===== src/rtl/rti_pkg.sv =====
package rti_pkg;
  localparam int ADDR_W   = 2;
  localparam int DATA_W   = 8;
  localparam int RATE_W   = 2;
  localparam int FLAG_BIT = 6;
  localparam int EN_BIT   = 6;

  typedef enum logic [ADDR_W-1:0] {
    ADDR_CTRL = 2'd0,
    ADDR_FLAG = 2'd1,
    ADDR_MASK = 2'd2,
    ADDR_NONE = 2'd3
  } reg_addr_e;
endpackage


===== src/rtl/rti_sched.sv =====
module rti_sched
  import rti_pkg::*;
#(
  parameter int BASE_LOG2 = 13,
  localparam int CNT_W = BASE_LOG2 + (1 << RATE_W) - 1
) (
  input  logic              clk_i,
  input  logic              rst_ni,
  input  logic [RATE_W-1:0] rate_i,
  output logic              tick_o
);
  logic [CNT_W-1:0] cnt_q;
  logic [CNT_W:0]   period;
  logic [CNT_W:0]   last_cnt;

  always_comb begin
    period   = (CNT_W+1)'(1) << (BASE_LOG2 + int'(rate_i));
    last_cnt = period - (CNT_W+1)'(1);
  end

  // >= covers a rate change to an interval already passed
  assign tick_o = ({1'b0, cnt_q} >= last_cnt);

  always_ff @(posedge clk_i or negedge rst_ni) begin
    if (!rst_ni)     cnt_q <= '0;
    else if (tick_o) cnt_q <= '0;
    else             cnt_q <= cnt_q + 1'b1;
  end


  tick_restart_chk: assert property (@(posedge clk_i) disable iff (!rst_ni)
    tick_o |=> !tick_o);

  cnt_bound_chk: assert property (@(posedge clk_i) disable iff (!rst_ni)
    !tick_o |=> (cnt_q != '0));
endmodule


===== src/rtl/rti_regs.sv =====
module rti_regs
  import rti_pkg::*;
(
  input  logic              clk_i,
  input  logic              rst_ni,
  input  logic              wr_en_i,
  input  logic [ADDR_W-1:0] wr_addr_i,
  input  logic [DATA_W-1:0] wr_data_i,
  input  logic [ADDR_W-1:0] rd_addr_i,
  input  logic              tick_i,
  output logic [RATE_W-1:0] rate_o,
  output logic              flag_o,
  output logic              en_o,
  output logic [DATA_W-1:0] rd_data_o
);
  logic [RATE_W-1:0] rate_q;
  logic flag_q, en_q;
  logic wr_ctrl, wr_flag, wr_mask, clr_req;

  assign wr_ctrl = wr_en_i && (wr_addr_i == ADDR_CTRL);
  assign wr_flag = wr_en_i && (wr_addr_i == ADDR_FLAG);
  assign wr_mask = wr_en_i && (wr_addr_i == ADDR_MASK);
  assign clr_req = wr_flag && wr_data_i[FLAG_BIT];

  always_ff @(posedge clk_i or negedge rst_ni) begin
    if (!rst_ni) begin
      rate_q <= '0;
      en_q   <= 1'b0;
      flag_q <= 1'b0;
    end else begin
      if (wr_ctrl) rate_q <= wr_data_i[RATE_W-1:0];
      if (wr_mask) en_q   <= wr_data_i[EN_BIT];
      // tick has priority over a clearing write
      if (tick_i)       flag_q <= 1'b1;
      else if (clr_req) flag_q <= 1'b0;
    end
  end

  always_comb begin
    rd_data_o = '0;
    unique case (rd_addr_i)
      ADDR_CTRL: rd_data_o[RATE_W-1:0] = rate_q;
      ADDR_FLAG: rd_data_o[FLAG_BIT]   = flag_q;
      ADDR_MASK: rd_data_o[EN_BIT]     = en_q;
      default:   rd_data_o = '0;
    endcase
  end

  assign rate_o = rate_q;
  assign flag_o = flag_q;
  assign en_o   = en_q;


  flag_set_chk: assert property (@(posedge clk_i) disable iff (!rst_ni)
    tick_i |=> flag_q);

  flag_clr_chk: assert property (@(posedge clk_i) disable iff (!rst_ni)
    (clr_req && !tick_i) |=> !flag_q);

  flag_hold_chk: assert property (@(posedge clk_i) disable iff (!rst_ni)
    (!tick_i && !clr_req) |=> $stable(flag_q));

  flag_src_chk: assert property (@(posedge clk_i) disable iff (!rst_ni)
    $rose(flag_q) |-> $past(tick_i));
endmodule


===== src/rtl/rti_gen.sv =====
module rti_gen
  import rti_pkg::*;
#(
  parameter int BASE_LOG2 = 13
) (
  input  logic              clk_i,
  input  logic              rst_ni,
  input  logic              wr_en_i,
  input  logic [ADDR_W-1:0] wr_addr_i,
  input  logic [DATA_W-1:0] wr_data_i,
  input  logic [ADDR_W-1:0] rd_addr_i,
  output logic [DATA_W-1:0] rd_data_o,
  output logic              irq_o
);
  logic              tick;
  logic [RATE_W-1:0] rate;
  logic              flag, en;

  rti_sched #(.BASE_LOG2(BASE_LOG2)) u_sched (
    .clk_i  (clk_i),
    .rst_ni (rst_ni),
    .rate_i (rate),
    .tick_o (tick)
  );

  rti_regs u_regs (
    .clk_i     (clk_i),
    .rst_ni    (rst_ni),
    .wr_en_i   (wr_en_i),
    .wr_addr_i (wr_addr_i),
    .wr_data_i (wr_data_i),
    .rd_addr_i (rd_addr_i),
    .tick_i    (tick),
    .rate_o    (rate),
    .flag_o    (flag),
    .en_o      (en),
    .rd_data_o (rd_data_o)
  );

  assign irq_o = flag && en;


  irq_gate_chk: assert property (@(posedge clk_i) disable iff (!rst_ni)
    (tick && en) |=> irq_o);
endmodule


===== config.mk =====
export PLATFORM = sky130hd
export DESIGN_NAME = rti_gen
export DESIGN_NICKNAME = d
export VERILOG_FILES = /design/src/rtl/rti_pkg.sv /design/src/rtl/rti_sched.sv /design/src/rtl/rti_regs.sv /design/src/rtl/rti_gen.sv
export SDC_FILE = /design/constraint.sdc
export NUM_CORES = 1
export LEC_CHECK = 0
export CAP_MARGIN = 10
export CELL_PAD_IN_SITES_DETAIL_PLACEMENT = 1
export CELL_PAD_IN_SITES_GLOBAL_PLACEMENT = 2
export CORE_MARGIN = 1
export CORE_UTILIZATION = 40
export DETAILED_ROUTE_END_ITERATION = 8
export DONT_BUFFER_PORTS = 1
export GPL_TIMING_DRIVEN = 0
export HOLD_SLACK_MARGIN = 0.03
export PLACE_DENSITY_LB_ADDON = 0.2
export SYNTH_ARGS = -nofsm -noshare
export SYNTH_HDL_FRONTEND = slang
export SYNTH_SLANG_ARGS = --single-unit

===== constraint.sdc =====
create_clock -name clk_i -period 2.6 [get_ports clk_i]
set_input_delay 0.39 -clock clk_i [delete_from_list [all_inputs] [get_ports clk_i]]
set_output_delay 0.39 -clock clk_i [all_outputs]
set_load 0.05 [all_outputs]

==> results of run 1 <==
[final cells by class]
| type | count | area share |
|---|---|---|
| Multi-Input combinational cell | 129 | 0.5690 |
| Sequential cell | 20 | 0.2999 |
| Buffer | 9 | 0.05247 |
| Tap cell | 46 | 0.03448 |
| Clock buffer | 3 | 0.02474 |
| Inverter | 6 | 0.01349 |
| Timing Repair Buffer | 1 | 0.005997 |
[cell usage after synthesis (all sizes together), types with 2 or more instances]
| library cell | instances | area share |
|---|---|---|
| xor2 | 2 | 0.012 |
| nor3b | 2 | 0.013 |
| dfrtp | 20 | 0.33 |
| and2 | 3 | 0.013 |
| nor2 | 5 | 0.013 |
| inv | 6 | 0.015 |
| nand2 | 10 | 0.025 |
| buf | 9 | 0.058 |
| nand3 | 5 | 0.017 |
| nor4 | 6 | 0.029 |
| ha | 20 | 0.17 |
| mux2 | 2 | 0.015 |
| nor3 | 18 | 0.094 |
| nand4 | 7 | 0.033 |
| xnor2 | 12 | 0.070 |
| a21o | 2 | 0.010 |
| o21ai | 3 | 0.010 |
| a21oi | 6 | 0.020 |
[metal layers]
metal,GRT usage,routed length [um]
met3,0.03261,67
met1,0.2401,1498
met2,0.3266,1633
met4,0.02557,8
met5,0,0
[stage by stage]
| stage | total power [mW] | cell area [um^2] | hold WS (ns) |
|---|---|---|---|
| after floorplan | 0.7860 | 1560 | 0.09441 |
| after global placement | 0.8534 | 1618 | 0.09480 |
| final | 1.093 | 1669 | 0.2566 |
| after CTS | 1.103 | 1669 | 0.2457 |
| after detailed placement | 0.8781 | 1618 | 0.09485 |
| after global routing | 1.183 | 1669 | 0.2706 |
[registers in the layout, indices dropped and copies added, names as in the netlist]
name / count
u_regs.en_o: 1
u_regs.flag_o: 1
u_regs.rate_o: 2
u_sched.cnt_q: 16
[kinds of logic (layout without fill, tap and decap cells)]
family / Yosys count / count (layout)
XOR/XNOR: 14 / 14
buffers and inverters: 15 / 19
other: 1 / 17
AO/OA/AOI/OAI: 16 / 16
AND/OR/NAND/NOR: 60 / 60
flip-flops: 20 / 20
adder cells (fa/ha/maj): 20 / 20
multiplexers: 2 / 2
[worst min path at each step]
stage | to | depth (start not counted)
after floorplan | u_regs.en_o | 0
after global placement | u_sched.cnt_q[12] | 0
after global routing | u_regs.rate_o[0] | 1
final | u_regs.rate_o[1] | 2
after CTS | u_regs.rate_o[1] | 2
after detailed placement | u_sched.cnt_q[12] | 0
[report_power, final]
group          switching [mW]  leakage [nW]  total (mW)  internal, mW
Clock                   0.101        0.0216       0.204         0.103
Combinational           0.221         0.503       0.395         0.174
Sequential              0.106         0.260       0.494         0.388
Total                   0.428         0.784        1.09         0.665
[placed cells by master, fill, tap and decap left out, types with 2 or more instances in the layout]
cell,n
nand3_1,5
a21oi_1,6
dfrtp_1,20
xnor2_1,12
xor2_1,2
nor2_1,5
nand2_1,10
buf_6,2
nor3_2,8
nand4_1,6
conb_1,17
nor4_1,5
mux2_2,2
o21ai_0,3
nor3_1,9
clkbuf_8,3
inv_1,6
and2_1,3
ha_1,20
buf_4,6
a21o_1,2
[worst reg2reg max path, cell delays in order, from the launching register on]
cell and delay, ns:
dfrtp_1 0.45, ha_1 0.34, nand3_1 0.13, o221ai_1 0.15, a221o_1 0.33, buf_6 0.15, buf_12 0.15, nor3_2 0.17
[repair_timing]
action,in CTS,in global routing
endpoints found under the hold margin,20,0
hold buffers,1,0
resized for setup,0,0
==> results.toml, run 1 <==
[status]
status = "finished clean"

[timing]
timing.clock.skew_ns = 0.006093
fmax_mhz = 516.2
finalCriticalPeriod_ns = 1.937
worst_slew_pin_slew_ns = 0.9512
fin_crit_sh = 0.7450
rsz0062_at_grt = "no"
finalHoldViolCount = 0
slew_viol_final = 0
worst_slack_ns = 0.6629
setup_tns_ns = 0
setup_viol = 0
relSlewSlack = 0.3638

[worst_setup_path]
critPathTopFamily = "compound AO/OA/AOI/OAI gates"
cp.depth = 7
required_ns = 2.78
path_buf_inv = 2
slowest_delay_ns = 0.45
path_cells = "ha_1, nand3_1, o221ai_1, a221o_1, buf_6, buf_12, nor3_2"
endpoint_kind = "flop"
slowest_stage = "dfrtp_1"
reg2reg_setup_slack_ns = 0.66
worstPathArrival_ns = 2.12
reg2reg_depth = 7
r2r_start = "u_sched.cnt_q[4]"
crit_end = "u_sched.cnt_q[11]"
crit_type = "flop to flop"
critPathLaunch = "u_sched.cnt_q[4]"
worstSetupStartpointType = "flop"
reg2reg_to = "u_sched.cnt_q[11]"
critPathMaxFanout = 10

[drt]
drcViolationCount = 0
first_pass_iters = 3
drt_first_iter_violations = 42
ant_nets = 0
viasPerCell = 5.252
wirelength_um = 3208
wire_per_inst_um = 14.99
via_count = 1124

[floorplanning]
die_h_um = 63.24
boundaryPins = 24
row_count = 21
dieArea_mm2 = 0.003999
die_x_um = 63.24
coreArea_mm2 = 0.003468
start_util = 0.4325

[cells_and_area]
layout-drive-gt1-share = 0.1667
layoutNonFillerInstCount = 214
n_fill_cell = 434
seq_area_um2 = 500.5
multi_input_area_um2 = 949.7
nNetsFinal = 205
diodes = 0
area_growth_pct = 11.26
post-route-util = 0.4812

[global_route]
overflow = 0
grt_max_degree = 21
grt_use_total = 0.1853
first_global_vias = 1224
grt_first_pass_wirelength_um = 5837
antenna_found_initial = 0

[synthesis]
synth_seq_area_share = 0.3336
ys_types = 35
synth_seq_cells = 20
synth-adder-area-share = 0.1668
syn_area_mm2 = 0.001500
synth_flop_cell = "dfrtp_1"
netlist_instances = 148
async_reset_ff_frac = 1.000
yosysWarnings = 0
synth_top_family_by_area = "simple AND/OR/NAND/NOR gates"
synth_xor_area_frac = 0.08173
synth-edff-count = 0
synth-compound-area-share = 0.07089
synth.avg_cell_area_um2 = 10.14
synthMuxAreaShare = 0.01501
yosys.area_share.simple = 0.2560

[run]
maxCapViolations = 0

[clock_tree]
h-tree-depth = 1
insertion_delay_ns = 0.26
cts_inserted_buffers = 3
root_buffer = "clkbuf_8"
cts_buffer_depth = 2
clk_pin_slew_ns = 0.08
postCtsSetupRepairBufs = 0
clock_sinks = 20
cts_tree = "built"

[placement]
numPortBuffers = 0
post-place-ws_ns = 0.6709
gp_congestion = 0.7731
dpl.hpwl_um = 2520
dp.cells = 210

[hold_path]
hp-start = "wr_data_i[1]"
hold_class = "input port to flop"

[power_and_ir_drop]
ir_drop_mv = 0.4159
p_leak_nw = 0.7842
power_density_mw_per_mm2 = 654.9
Power figures use the tool's default switching activity.
==> inputs of run 2 (changes only) <==
--- a/config.mk
+++ b/config.mk
@@ -9,7 +9,7 @@
 export CELL_PAD_IN_SITES_DETAIL_PLACEMENT = 1
 export CELL_PAD_IN_SITES_GLOBAL_PLACEMENT = 2
 export CORE_MARGIN = 1
-export CORE_UTILIZATION = 40
+export CORE_UTILIZATION = 36
 export DETAILED_ROUTE_END_ITERATION = 8
 export DONT_BUFFER_PORTS = 1
 export GPL_TIMING_DRIVEN = 0
==> constraint.sdc (replaced) <==
create_clock -name clk_i -period 1.73 [get_ports clk_i]
set_input_delay 0.2595 -clock clk_i [delete_from_list [all_inputs] [get_ports clk_i]]
set_output_delay 0.2595 -clock clk_i [all_outputs]
set_load 0.05 [all_outputs]
==> run 2 against run 1 <==
Net effect: the run now ends with negative setup slack left; sequential power up 43%; largest cell class unchanged; combinational power rose by 88%; power increased by 65%; hold slack got worse by 0.13 ns; sequential share of layout area fell by 2.3 points; critical path type unchanged; clock skew is 0.0037 ns lower; cell count increased by 7.5%; via count rose by 7.6%; non-clock buffer count increased by 11.
==> results.toml, run 2 (synthesized netlist as in run 1, its figures left out) <==
[status]
status = "finished, violations left"
violations = "negative setup slack"

[clock_tree]
insertion_delay_ns = 0.26
cts_inserted_buffers = 3
cts_tree = "built"
root_buffer = "clkbuf_8"
clk_pin_slew_ns = 0.08
h-tree-depth = 1
cts_buffer_depth = 2
clock_sinks = 20

[floorplanning]
boundaryPins = 24
row_count = 23
die_h_um = 66.56
coreArea_mm2 = 0.004000
start_util = 0.3750
dieArea_mm2 = 0.004430
die_x_um = 66.56

[timing]
relSlewSlack = 0.3836
timing.clock.skew_ns = 0.002389
rsz0062_at_grt = "yes"
finalHoldViolCount = 0
worst_slack_ns = -0.1227
setup_viol = 17
finalCriticalPeriod_ns = 1.853
whs_ns = 0.1295
setup_tns_ns = -1.072
fmax_mhz = 539.7
fin_crit_sh = 1.071
worst_slew_pin_slew_ns = 0.9216
slew_viol_final = 0

[placement]
numPortBuffers = 0
dpl.hpwl_um = 2559
gp_congestion = 0.7655
placed_cell_area_mm2 = 0.001623

[cells_and_area]
nNetsFinal = 216
largest_reg_flops = 16
n_fill_cell = 466
area_growth_pct = 23.35
postLayoutCellArea_mm2 = 0.001851
layout_common_cells = "ha_1, conb_1, buf_4"
diodes = 0
regMostFlops = "u_sched.cnt_q"
layout-drive-gt1-share = 0.3056

[drt]
drt_first_iter_violations = 14
first_pass_iters = 4
wirelength_um = 3487
wire_per_inst_um = 15.16
viasPerCell = 5.257
drcViolationCount = 0
via_count = 1209
ant_nets = 0

[power_and_ir_drop]
switching_share = 0.3679
internal-power_mw = 1.143
switchingPower_mw = 0.6652
p_leak_nw = 0.8040
ir_drop_mv = 0.5138
p_clk_frac = 0.198
p_comb_frac = 0.411
pwr-share-seq = 0.391
power_density_mw_per_mm2 = 977.0

[run]
maxCapViolations = 0

[worst_setup_path]
endpoint_kind = "flop"
worstPathArrival_ns = 2.00
worstSetupStartpointType = "flop"
critPathMaxFanout = 9
crit_type = "flop to flop"
required_ns = 1.88

[global_route]
grt_use_total = 0.1762
grt_max_degree = 21
overflow = 0
antenna_found_initial = 0
grt_first_pass_wirelength_um = 5789
first_global_vias = 1278

[hold_path]
hold_class = "input port to flop"
==> run 2: final timing paths <==
check / start / endpoint / slack, ns / depth (start not counted)
max reg2reg: u_sched.cnt_q[14] / u_regs.flag_o / -0.12 / 6
min in group asynchronous: rst_ni / u_sched.cnt_q[8] / 0.58 / 1
max in group asynchronous: rst_ni / u_sched.cnt_q[7] / 0.52 / 1
min: wr_data_i[1] / u_regs.rate_o[1] / 0.13 / 2
min reg2reg: u_regs.flag_o / u_regs.flag_o / 0.53 / 1
max: u_sched.cnt_q[14] / u_regs.flag_o / -0.12 / 6
==> run 2: final cells by class <==
cell class,count,area (um^2),share of cell area
Multi-Input combinational cell,129,1001,0.5409
Sequential cell,20,511.7,0.2765
Buffer,9,87.58,0.04733
Clock buffer,4,55.05,0.02975
Timing Repair Buffer,12,110.1,0.05950
Inverter,6,22.52,0.01217
Tap cell,50,62.56,0.03381
==> run 2: power by group through the flow <==
stage / Combinational [mW] / Sequential [mW] / Clock (mW)
after floorplan: 0.480 / 0.705 / 0
after global placement: 0.538 / 0.752 / 0
after detailed placement: 0.560 / 0.756 / 0
after CTS: 0.726 / 0.706 / 0.369
after global routing: 0.830 / 0.729 / 0.390
final: 0.743 / 0.707 / 0.358
==> run 2: routing by layer <==
layer | part of all wire | GRT usage | routed length [um]
met4 | 0.0095 | 0.04255 | 33
met5 | 0 | 0 | 0
met3 | 0.023 | 0.01712 | 79
met2 | 0.51 | 0.3207 | 1795
met1 | 0.45 | 0.2201 | 1579
==> run 2: worst max-delay path: stages (launching register included) <==
cell and delay [ns]:
dfrtp_1 0.45, ha_4 0.27, a21o_1 0.15, a21o_1 0.18, a221o_1 0.28, buf_6 0.16, a211o_2 0.26
==> run 2: stage by stage <==
step | util | instances | setup slack (ns) | power [mW]
floorplan | - | 164 | -0.02787 | 1.185
global placement | 0.4057 | 214 | -0.1357 | 1.289
detailed placement | 0.4057 | 214 | -0.1901 | 1.316
CTS | 0.4542 | 229 | -0.1128 | 1.801
global route | 0.4626 | 230 | -0.1876 | 1.950
finish | 0.4626 | 230 | -0.1227 | 1.808
==> run 2: what timing repair did <==
item	CTS	global route
gates resized for setup	14	2
pin swaps	3	1
setup buffers	10	0
hold buffers	1	0
setup endpoints to repair	17	18
cloned	0	1
hold endpoints to repair	20	0
==> inputs of run 3 (changes only) <==
--- a/config.mk
+++ b/config.mk
@@ -14,7 +14,7 @@
 export DONT_BUFFER_PORTS = 1
 export GPL_TIMING_DRIVEN = 0
 export HOLD_SLACK_MARGIN = 0.03
-export PLACE_DENSITY_LB_ADDON = 0.2
+export PLACE_DENSITY_LB_ADDON = 0.1
 export SYNTH_ARGS = -nofsm -noshare
 export SYNTH_HDL_FRONTEND = slang
 export SYNTH_SLANG_ARGS = --single-unit
==> run 3 against run 2 <==
Net effect: the flow still finishes with violations (negative setup slack); critical path type unchanged; maximum frequency down 2.4%; final area up 1.7%; register-to-register slack got worse by 0.05 ns; hold slack worse by 0.0024 ns; core utilization increased by 0.78 points; critical path depth increased by 1; critical endpoint is now u_sched.cnt_q[1]; clock skew about the same; combinational power up 16%; largest power group unchanged; clock power rose by 3%.
==> results.toml, run 3 (synthesized netlist as in run 1, its figures left out) <==
[timing]
finalCriticalPeriod_ns = 1.898
finalHoldViolCount = 0
worst_slew_pin_slew_ns = 0.9236
relSlewSlack = 0.3822
timing.clock.skew_ns = 0.002270
worst_slack_ns = -0.1684
fmax_mhz = 526.8
setup_viol = 17
slew_viol_final = 0
fin_crit_sh = 1.097
whs_ns = 0.1271
rsz0062_at_grt = "yes"

[worst_setup_path]
slowest_delay_ns = 0.39
worstSetupStartpointType = "flop"
worstPathArrival_ns = 2.08
slowest_stage = "dfrtp_1"
required_ns = 1.91
critPathMaxFanout = 9
endpoint_kind = "flop"
crit_type = "flop to flop"
path_cells = "ha_1, a21oi_2, o221ai_1, a221o_1, buf_6, buf_12, nor3b_4"

[status]
violations = "negative setup slack"
status = "finished, violations left"

[power_and_ir_drop]
p_clk_frac = 0.188
pwr-share-seq = 0.371
power_density_mw_per_mm2 = 1038
switching_share = 0.3824
ir_drop_mv = 0.5888
switchingPower_mw = 0.7467
internal-power_mw = 1.206
p_comb_frac = 0.441
p_leak_nw = 0.8193

[hold_path]
hold_class = "input port to flop"

[drt]
wl_met3_um = 50
via_count = 1176
viasPerCell = 5.069
met2_length_um = 1964
ant_nets = 0
drt_first_iter_violations = 46
drcViolationCount = 0
first_pass_iters = 4
wl_met1_um = 1699
maxUsedRoutingLayer = "met4"
wire_per_inst_um = 16.22
wirelength_um = 3762

[clock_tree]
cts_buffer_depth = 2
cts_inserted_buffers = 3
cts_tree = "built"
insertion_delay_ns = 0.26
clock_sinks = 20
root_buffer = "clkbuf_8"
h-tree-depth = 1
clk_pin_slew_ns = 0.08

[cells_and_area]
nNetsFinal = 218
regMostFlops = "u_sched.cnt_q"
largest_reg_flops = 16
n_fill_cell = 454
postLayoutCellArea_mm2 = 0.001882
area_growth_pct = 25.44
layout-drive-gt1-share = 0.3297
layout_common_cells = "buf_4, ha_1, conb_1"
diodes = 0

[global_route]
antenna_found_initial = 0
overflow = 0
grt_first_pass_wirelength_um = 6327
first_global_vias = 1312
grt_max_degree = 21
grt_use_total = 0.1964

[placement]
numPortBuffers = 0
post-place-ws_ns = -0.1821
gp_congestion = 0.7657
dpl.hpwl_um = 2642
placed_cell_area_mm2 = 0.001623

[floorplanning]
row_count = 23
die_h_um = 66.56
dieArea_mm2 = 0.004430
start_util = 0.3750
die_x_um = 66.56
coreArea_mm2 = 0.004000
boundaryPins = 24

[run]
maxCapViolations = 0
[run 3: metal layers]
layer | track usage | vias up
li1 | - | 581
met1 | 0.2378 | 578
met2 | 0.3510 | 12
met3 | 0.02740 | 5
met4 | 0.06649 | 0
met5 | 0 | -
[run 3: what timing repair did]
item	CTS	global route
hold buffers	1	0
pin swaps	5	0
endpoints found under the hold margin	20	0
setup endpoints to repair	17	18
gates cloned	0	1
resized for setup	17	3
setup buffers	12	0
[run 3: worst max-delay path: cells and delay by family (launching register included)]
kind            cells  cell delay, ns
compound gates      3            0.65
simple gates        1            0.18
fa+ha+maj           1            0.30
buf+inv             2            0.29
flops               1            0.39
[run 3: worst paths after layout]
check                            startpoint  cells past startpoint           endpoint  slack [ns]
max                        u_sched.cnt_q[1]                      7   u_sched.cnt_q[1]       -0.17
min                            wr_data_i[1]                      2   u_regs.rate_o[1]        0.13
max reg2reg                u_sched.cnt_q[1]                      7   u_sched.cnt_q[1]       -0.17
min reg2reg                   u_regs.flag_o                      1      u_regs.flag_o        0.54
max in group asynchronous            rst_ni                      1   u_sched.cnt_q[4]        0.53
min in group asynchronous            rst_ni                      1  u_sched.cnt_q[10]        0.58
[run 3: per-stage QoR]
step	util	TNS (ns)	power [mW]	std cells
2_1_floorplan	-	-0.02834	1.185	164
3_3_place_gp	0.4057	-1.392	1.297	214
3_5_place_dp	0.4057	-2.021	1.340	214
4_1_cts	0.4607	-1.323	1.920	231
5_1_grt	0.4704	-3.151	2.078	232
6_report	0.4704	-1.544	1.952	232
[run 3: power by group through the flow]
stage	Clock, mW	Combinational [mW]	Sequential [mW]
3_3_place_gp	0	0.547	0.750
2_1_floorplan	0	0.480	0.705
5_1_grt	0.396	0.948	0.735
3_5_place_dp	0	0.581	0.759
4_1_cts	0.372	0.830	0.718
6_report	0.367	0.862	0.724
[run 3: layout make-up]
cell class                 instances  area, um^2  area share
clock buffer                       4       55.05     0.02926
timing repair buffer              14       125.1     0.06649
sequential                        20       510.5      0.2713
multi-input combinational        129        1018      0.5412
inverter                           6       22.52     0.01197
tap                               50       62.56     0.03324
buffer                             9       87.58     0.04654
